**config.mk**
```make
export PLATFORM = sky130hd
export DESIGN_NAME = rel_branch_unit
export DESIGN_NICKNAME = d
export VERILOG_FILES = /design/src/rtl/rbu_pkg.sv /design/src/rtl/rbu_cond_eval.sv /design/src/rtl/rbu_target_calc.sv /design/src/rtl/rbu_stall_ctr.sv /design/src/rtl/rel_branch_unit.sv
export SDC_FILE = /design/constraint.sdc
export NUM_CORES = 1
export LEC_CHECK = 0
export BUFFER_PORTS_ARGS = -buffer_cell sky130_fd_sc_hd__buf_2
export CORE_MARGIN = 3
export CORE_UTILIZATION = 30
export CTS_BUF_LIST = sky130_fd_sc_hd__clkbuf_4 sky130_fd_sc_hd__clkbuf_8
export DETAILED_ROUTE_END_ITERATION = 7
export RECOVER_POWER = 100
export SYNTH_ARGS = -nofsm -noshare
export SYNTH_HDL_FRONTEND = slang
export SYNTH_SLANG_ARGS = --single-unit
export TNS_END_PERCENT = 1
```
**constraint.sdc**
```tcl
create_clock -name clk -period 8.28 [get_ports clk]
set_input_delay 2.484 -clock clk [delete_from_list [all_inputs] [get_ports clk]]
set_output_delay 2.484 -clock clk [all_outputs]
set_load 0.01 [all_outputs]
```
**src/rtl/rbu_pkg.sv**
```systemverilog
package rbu_pkg;

  typedef enum logic [1:0] {
    FS_NEG   = 2'd0,
    FS_OVF   = 2'd1,
    FS_CARRY = 2'd2,
    FS_ZERO  = 2'd3
  } flag_sel_e;

  // Selected flag compared with the expected-value bit of the code.
  function automatic logic cond_met(input logic [2:0] code,
                                    input logic n, input logic v,
                                    input logic c, input logic z);
    logic f;
    case (flag_sel_e'(code[2:1]))
      FS_NEG:   f = n;
      FS_OVF:   f = v;
      FS_CARRY: f = c;
      default:  f = z;
    endcase
    return f == code[0];
  endfunction

endpackage

```
**src/rtl/rbu_cond_eval.sv**
```systemverilog
module rbu_cond_eval
  import rbu_pkg::*;
(
  input  logic [2:0] cond_sel_i,
  input  logic       flag_c_i,
  input  logic       flag_z_i,
  input  logic       flag_n_i,
  input  logic       flag_v_i,
  output logic       taken_o
);
  always_comb taken_o = cond_met(cond_sel_i, flag_n_i, flag_v_i, flag_c_i, flag_z_i);
endmodule

```
**src/rtl/rbu_target_calc.sv**
```systemverilog
module rbu_target_calc #(
  parameter int PC_W      = 16,
  parameter int OFS_W     = 8,
  parameter int PAGE_BITS = 8
) (
  input  logic [PC_W-1:0]  pc_i,
  input  logic [OFS_W-1:0] offset_i,
  output logic [PC_W-1:0]  target_o,
  output logic             page_cross_o
);
  localparam int EXT_W = PC_W - OFS_W;

  function automatic logic [PC_W-1:0] add_rel(input logic [PC_W-1:0] base,
                                              input logic [OFS_W-1:0] ofs);
    return base + {{EXT_W{ofs[OFS_W-1]}}, ofs};
  endfunction

  function automatic logic other_page(input logic [PC_W-1:0] a,
                                      input logic [PC_W-1:0] b);
    return a[PC_W-1:PAGE_BITS] != b[PC_W-1:PAGE_BITS];
  endfunction

  always_comb begin
    target_o     = add_rel(pc_i, offset_i);
    page_cross_o = other_page(target_o, pc_i);
  end
endmodule

```
**src/rtl/rbu_stall_ctr.sv**
```systemverilog
module rbu_stall_ctr #(
  parameter int CNT_W = 3
) (
  input  logic             clk,
  input  logic             rst_n,
  input  logic             start_i,
  input  logic [CNT_W-1:0] load_i,
  output logic [CNT_W-1:0] cnt_o,
  output logic             busy_o
);
  logic [CNT_W-1:0] cnt_q;

  always_comb busy_o = cnt_q > CNT_W'(1);

  always_ff @(posedge clk or negedge rst_n) begin
    if (!rst_n)                cnt_q <= '0;
    else if (start_i && !busy_o) cnt_q <= load_i;
    else if (cnt_q != '0)      cnt_q <= cnt_q - CNT_W'(1);
  end

  assign cnt_o = cnt_q;
endmodule

```
**src/rtl/rel_branch_unit.sv**
```systemverilog
module rel_branch_unit #(
  parameter int PC_W      = 16,
  parameter int OFS_W     = 8,
  parameter int PAGE_BITS = 8,
  parameter int CYC_BASE  = 2,
  parameter int CYC_TAKEN = 1,
  parameter int CYC_PAGE  = 2,
  parameter int CNT_W     = $clog2(CYC_BASE + CYC_TAKEN + CYC_PAGE + 1)
) (
  input  logic             clk,
  input  logic             rst_n,
  input  logic             start_i,
  input  logic [2:0]       cond_sel_i,
  input  logic             flag_c_i,
  input  logic             flag_z_i,
  input  logic             flag_n_i,
  input  logic             flag_v_i,
  input  logic [PC_W-1:0]  pc_i,
  input  logic [OFS_W-1:0] offset_i,
  output logic             taken_o,
  output logic [PC_W-1:0]  next_pc_o,
  output logic [CNT_W-1:0] cycles_o,
  output logic             busy_o
);
  localparam logic [CNT_W-1:0] C_NOT  = CNT_W'(CYC_BASE);
  localparam logic [CNT_W-1:0] C_SAME = CNT_W'(CYC_BASE + CYC_TAKEN);
  localparam logic [CNT_W-1:0] C_FAR  = CNT_W'(CYC_BASE + CYC_TAKEN + CYC_PAGE);

  // Named internal events for the checker
  logic             taken_w;
  logic             page_cross_w;
  logic [PC_W-1:0]  target_w;
  logic [CNT_W-1:0] cnt_q;

  rbu_cond_eval i_cond (
    .cond_sel_i (cond_sel_i),
    .flag_c_i   (flag_c_i),
    .flag_z_i   (flag_z_i),
    .flag_n_i   (flag_n_i),
    .flag_v_i   (flag_v_i),
    .taken_o    (taken_w)
  );

  rbu_target_calc #(.PC_W(PC_W), .OFS_W(OFS_W), .PAGE_BITS(PAGE_BITS)) i_tgt (
    .pc_i         (pc_i),
    .offset_i     (offset_i),
    .target_o     (target_w),
    .page_cross_o (page_cross_w)
  );

  always_comb begin
    taken_o   = taken_w;
    next_pc_o = taken_w ? target_w : pc_i;
    if (!taken_w)          cycles_o = C_NOT;
    else if (page_cross_w) cycles_o = C_FAR;
    else                   cycles_o = C_SAME;
  end

  rbu_stall_ctr #(.CNT_W(CNT_W)) i_ctr (
    .clk     (clk),
    .rst_n   (rst_n),
    .start_i (start_i),
    .load_i  (cycles_o),
    .cnt_o   (cnt_q),
    .busy_o  (busy_o)
  );
endmodule

```
==> impl_metrics.env, run 1 <==
export IMPL_grt_pass1_wl_um=7250
export IMPL_tritoncts="yes"
export IMPL_fin_util=0.394
export IMPL_hp_class="register to register"
export IMPL_die_area_sq_um=6080
export IMPL_max_freq_mhz=125
export IMPL_mappedNetlistArea_sq_um=1550
export IMPL_drt_wirelength_per_cell_um=12.7
export IMPL_cap_violations=0
export IMPL_num_io_pins=55
export IMPL_critPathSlowestCell="or4b_1"
export IMPL_yosys_warnings=0
export IMPL_grt_pass1_vias=1605
export IMPL_syn_avg_cell_area_sq_um=7.12
export IMPL_setup_viol=0
export IMPL_grt_overflow=0
export IMPL_path_clk_slew_ps=30
export IMPL_max_slew_margin=0.208
export IMPL_r2r_end="i_ctr.cnt_o[2]"
export IMPL_synth_top_area_frac=0.145
export IMPL_rsz0062_at_grt="no"
export IMPL_clock_path_buffers=2
export IMPL_critPathMaxStageDelay_ps=510
export IMPL_dp_hpwl_um=3480
export IMPL_ff2ff_path_depth=8
export IMPL_gp_congestion=0.881
export IMPL_hold_violations=0
export IMPL_r2r_start="i_ctr.cnt_o[1]"
export IMPL_drive_gt1_frac=0.167
export IMPL_synth_edf_count=0
export IMPL_setup_tns_ps=0
export IMPL_end_kind="output pin"
export IMPL_start_util=0.320
export IMPL_insertion_delay_ps=210
export IMPL_fin_crit_ps=8030
export IMPL_viasPerCell=5.28
export IMPL_cts_made_buffers=3
export IMPL_crit_top_cell="clkbuf_1"
export IMPL_async_reset_ff_frac=1.00
export IMPL_area_delta_synth_final_pct=23.1
export IMPL_fp_dieW_um=77.9
export IMPL_root_buffer="clkbuf_8"
export IMPL_crit_chain="clkbuf_1 -> ha_1 -> fa_1 -> a21o_1 -> a221o_1 -> a31oi_4 -> xnor3_1 -> or4b_1 -> nor4_1 -> buf_4 -> a31o_2 -> clkbuf_1"
export IMPL_antenna_found_initial=0
export IMPL_tightest_slew_ps=1190
export IMPL_final_nets=323
export IMPL_drt_iter0_drc=70
export IMPL_synth_cells=218
export IMPL_skew_ps=2.34
export IMPL_vias=1774
export IMPL_path_max_fanout=4
export IMPL_fill_cells=539
export IMPL_cts_hold_buf=0
export IMPL_post_cts_buffers=0
export IMPL_netlist_top_cells_area="ha_1 15%, nand2_1 6.8%, a21oi_1 6.1%"
export IMPL_cts_resized=0
export IMPL_antenna_cells=0
export IMPL_crit_end="cycles_o[1]"
export IMPL_startpoint="pc_i[0]"
export IMPL_vdd_drop_max_mv=0.0579
export IMPL_ys_seq_elements=3
export IMPL_die_height_um=77.9
export IMPL_routed_wl_um=4270
export IMPL_start_kind="input port"
export IMPL_row_count=25
export IMPL_io_buffers=54
export IMPL_ys_flop_type="dfrtp_1"
export IMPL_route_detailed_drc=0
export IMPL_finalMaxSlewViolations=0
export IMPL_syn_nets=271
export IMPL_power_density_nw_per_um2=150
export IMPL_path_class="input port to output pin"
export IMPL_leakagePower_nw=0.870
export IMPL_clock_sinks=3
export IMPL_core_sq_um=4850
export IMPL_grt_usage=0.142
export IMPL_status="complete, no violations"
export IMPL_ant_nets=0
export IMPL_h_tree_depth=1
export IMPL_synth_cell_types=58
export IMPL_synth_top_area_cell="ha_1"
export IMPL_crit_required_ps=5800
export IMPL_r2r_setup_slack_ps=6840
export IMPL_largest_reg_flops=3
export IMPL_period_share=0.969
export IMPL_ys_seq_area_frac=0.0483
export IMPL_crit_arrival_ps=5540
export IMPL_grt_max_degree=32
export IMPL_first_pass_iters=4
[per-layer routing]
metal	GRT usage	share of wire
met1	0.194	0.49
met2	0.241	0.46
met3	0.0174	0.055
met4	0.0227	0
met5	0	0
[cells by family after synthesis]
| kind of cell | share of synthesized area |
|---|---|
| simple gates | 0.254 |
| mux | 0.0467 |
| xor+xnor | 0.120 |
| fa+ha+maj | 0.158 |
| compound gates | 0.329 |
| buf+inv | 0.0443 |
| flops | 0.0483 |
[Yosys cell counts (4+ instances only)]
cell type / n
a21o_1: 9
a21oi_1: 19
and3_1: 6
clkbuf_1: 8
ha_1: 18
inv_1: 7
mux2i_1: 5
nand2_1: 28
nand2b_1: 4
nand3_1: 5
nor2_1: 15
nor3_1: 4
o21ai_0: 18
xnor2_1: 7
xor2_1: 9
[through the flow]
step	cell area [sq um]	setup WS, ps	power (W)	instances	hold slack, ps
final	1910	255	0.000288	336	616
after global placement	1890	319	0.000248	332	617
after floorplan	1550	718	0.000187	218	573
after global routing	1910	98.0	0.000323	336	641
after CTS	1940	273	0.000297	336	628
after detailed placement	1890	278	0.000249	332	620
[layout by cell type (no fill, tap or decap), drive strengths merged, types with 3 or more instances in the layout]
cell and instances:
o21ai 20, ha 18, nand2b 4, nor2 15, buf 35, xor2 9
clkbuf 26, xnor2 7, nor3 4, a31oi 3, mux2i 5, a21o 9
nand3 5, inv 7, a21oi 19, dfrtp 3, nand2 28, and3 6
nor4b 3
[cell type report]
cell class / count / area [sq um] / share of cell area
Clock buffer: 4 / 48.8 / 0.0255
Inverter: 7 / 26.3 / 0.0137
Multi-Input combinational cell: 198 / 1420 / 0.740
Sequential cell: 3 / 75.1 / 0.0393
Tap cell: 67 / 83.8 / 0.0438
Timing Repair Buffer: 57 / 263 / 0.137
[how the worst min path moves through the flow]
stage              startpoint              to  slack (ps)  cells after the start
4_1_cts        i_ctr.cnt_o[0]  i_ctr.cnt_o[0]         630                      2
5_1_grt        i_ctr.cnt_o[0]  i_ctr.cnt_o[0]         640                      2
2_1_floorplan  i_ctr.cnt_o[0]  i_ctr.cnt_o[0]         570                      2
3_3_place_gp   i_ctr.cnt_o[0]  i_ctr.cnt_o[0]         620                      2
3_5_place_dp   i_ctr.cnt_o[0]  i_ctr.cnt_o[0]         620                      2
6_report       i_ctr.cnt_o[0]  i_ctr.cnt_o[0]         620                      2
[power by group]
group	switching, W	leakage [nW]	internal, W
registers	0.00000573	0.0349	0.0000233
clock network	0.00000930	0.0262	0.0000361
logic	0.000122	0.809	0.0000913
total	0.000137	0.870	0.000151
[worst max-delay path, delay by kind of cell]
family | cells | cell delay, ps
and+or+nand+nor | 2 | 760
buffers and inverters | 3 | 400
xor gates and xnor gates | 1 | 220
AOI/OAI and AO/OA | 4 | 1000
adders and majority gates | 2 | 670
Power figures use the tool's default switching activity.
==> run 2, diff against run 1 <==
Clock period 8.28 ns to 8 ns, I/O delays scaled along.
==> impl_metrics.env, run 2 (synthesis gave the netlist of run 1 again) <==
export IMPL_status="complete, no violations"
export IMPL_insertion_delay_ps=210
export IMPL_final_nets=324
export IMPL_vias=1750
export IMPL_final_cells=337
export IMPL_grt_pass1_wl_um=7300
export IMPL_mostFrequentLayoutCell="buf_2"
export IMPL_vdd_drop_max_mv=0.0576
export IMPL_grt_overflow=0
export IMPL_gp_congestion=0.836
export IMPL_max_freq_mhz=128
export IMPL_drive_gt1_frac=0.181
export IMPL_finalMaxSlewViolations=0
export IMPL_power_density_nw_per_um2=156
export IMPL_post_cts_buffers=0
export IMPL_die_area_sq_um=6080
export IMPL_grt_usage=0.143
export IMPL_antenna_cells=0
export IMPL_tritoncts="yes"
export IMPL_crit_required_ps=5600
export IMPL_fp_dieW_um=77.9
export IMPL_setup_viol=0
export IMPL_route_detailed_drc=0
export IMPL_clock_sinks=3
export IMPL_grt_max_degree=21
export IMPL_drt_iter0_drc=93
export IMPL_grt_pass1_vias=1623
export IMPL_hold_violations=0
export IMPL_skew_ps=0.924
export IMPL_row_count=25
export IMPL_largest_reg_flops=3
export IMPL_viasPerCell=5.19
export IMPL_first_pass_iters=4
export IMPL_root_buffer="clkbuf_8"
export IMPL_tightest_slew_ps=708
export IMPL_final_cell_mix="35 x buf_2, 28 x nand2_1, 19 x a21oi_1, 19 x clkbuf_1"
export IMPL_cts_resized=0
export IMPL_max_slew_margin=0.528
export IMPL_cts_hold_buf=0
export IMPL_path_class="input port to output pin"
export IMPL_cts_made_buffers=3
export IMPL_path_clk_slew_ps=30
export IMPL_dp_hpwl_um=3590
export IMPL_setup_tns_ps=0
export IMPL_drt_wirelength_per_cell_um=12.8
export IMPL_ant_nets=0
export IMPL_io_buffers=54
export IMPL_startpoint="pc_i[0]"
export IMPL_core_sq_um=4850
export IMPL_dp_cells=333
export IMPL_fill_cells=539
export IMPL_fin_util=0.397
export IMPL_num_io_pins=55
export IMPL_start_util=0.320
export IMPL_h_tree_depth=1
export IMPL_antenna_found_initial=0
export IMPL_routed_wl_um=4300
export IMPL_hp_class="register to register"
export IMPL_period_share=0.977
export IMPL_crit_arrival_ps=5410
export IMPL_min_from="i_ctr.cnt_o[0]"
export IMPL_path_max_fanout=4
export IMPL_cap_violations=0
export IMPL_r2r_start="i_ctr.cnt_o[1]"
export IMPL_end_kind="output pin"
export IMPL_clock_path_buffers=2
export IMPL_area_delta_synth_final_pct=23.9
export IMPL_die_height_um=77.9
export IMPL_fin_crit_ps=7810
export IMPL_start_kind="input port"
export IMPL_leakagePower_nw=0.884
export IMPL_rsz0062_at_grt="no"
run 2: final cells by class:
class / count / area, sq um / area share
multi-input cells: 198 / 1420 / 0.736
repair buffers: 58 / 274 / 0.142
well taps: 67 / 83.8 / 0.0436
flip-flops and latches: 3 / 75.1 / 0.0390
clock buffers: 4 / 48.8 / 0.0254
inverters: 7 / 26.3 / 0.0137
run 2: critical path, cell delays in order:
cell and delay (ps):
clkbuf_1 90, ha_1 250, fa_1 410, a21o_1 200
a221o_1 410, a31oi_4 260, xnor3_1 230, or4b_1 490
nor4_1 250, buf_4 170, a31o_2 130, buf_2 120
run 2: final timing paths:
kind                                   to  slack [ps]  cells past startpoint
max reg2reg                i_ctr.cnt_o[2]        6560                      8
max in group asynchronous  i_ctr.cnt_o[2]        5850                      1
min                        i_ctr.cnt_o[0]         620                      2
min reg2reg                i_ctr.cnt_o[0]         620                      2
max                           cycles_o[1]         190                     12
min in group asynchronous  i_ctr.cnt_o[0]        1990                      1
run 2: report_power, final:
group | internal [W] | total, W | switching, W
combinational | 0.0000956 | 0.000222 | 0.000127
sequential | 0.0000241 | 0.0000301 | 0.00000608
clock | 0.0000373 | 0.0000471 | 0.00000979
total | 0.000157 | 0.000300 | 0.000143
run 2: through the flow:
step | hold slack (ps) | total power (W) | cell area, sq um | worst slack (ps)
after floorplan | 573 | 0.000193 | 1550 | 606
after global placement | 613 | 0.000257 | 1900 | 225
after detailed placement | 620 | 0.000259 | 1900 | 190
after CTS | 624 | 0.000308 | 1950 | 179
after global routing | 662 | 0.000336 | 1920 | 28.2
final | 618 | 0.000300 | 1920 | 185
run 2: metal layers:
layer,global-route usage,part of all wire,vias to the layer above
li1,-,-,920
met1,0.193,0.50,774
met2,0.246,0.45,52
met3,0.0174,0.045,4
met4,0.0245,0.0053,0
met5,0,0,-
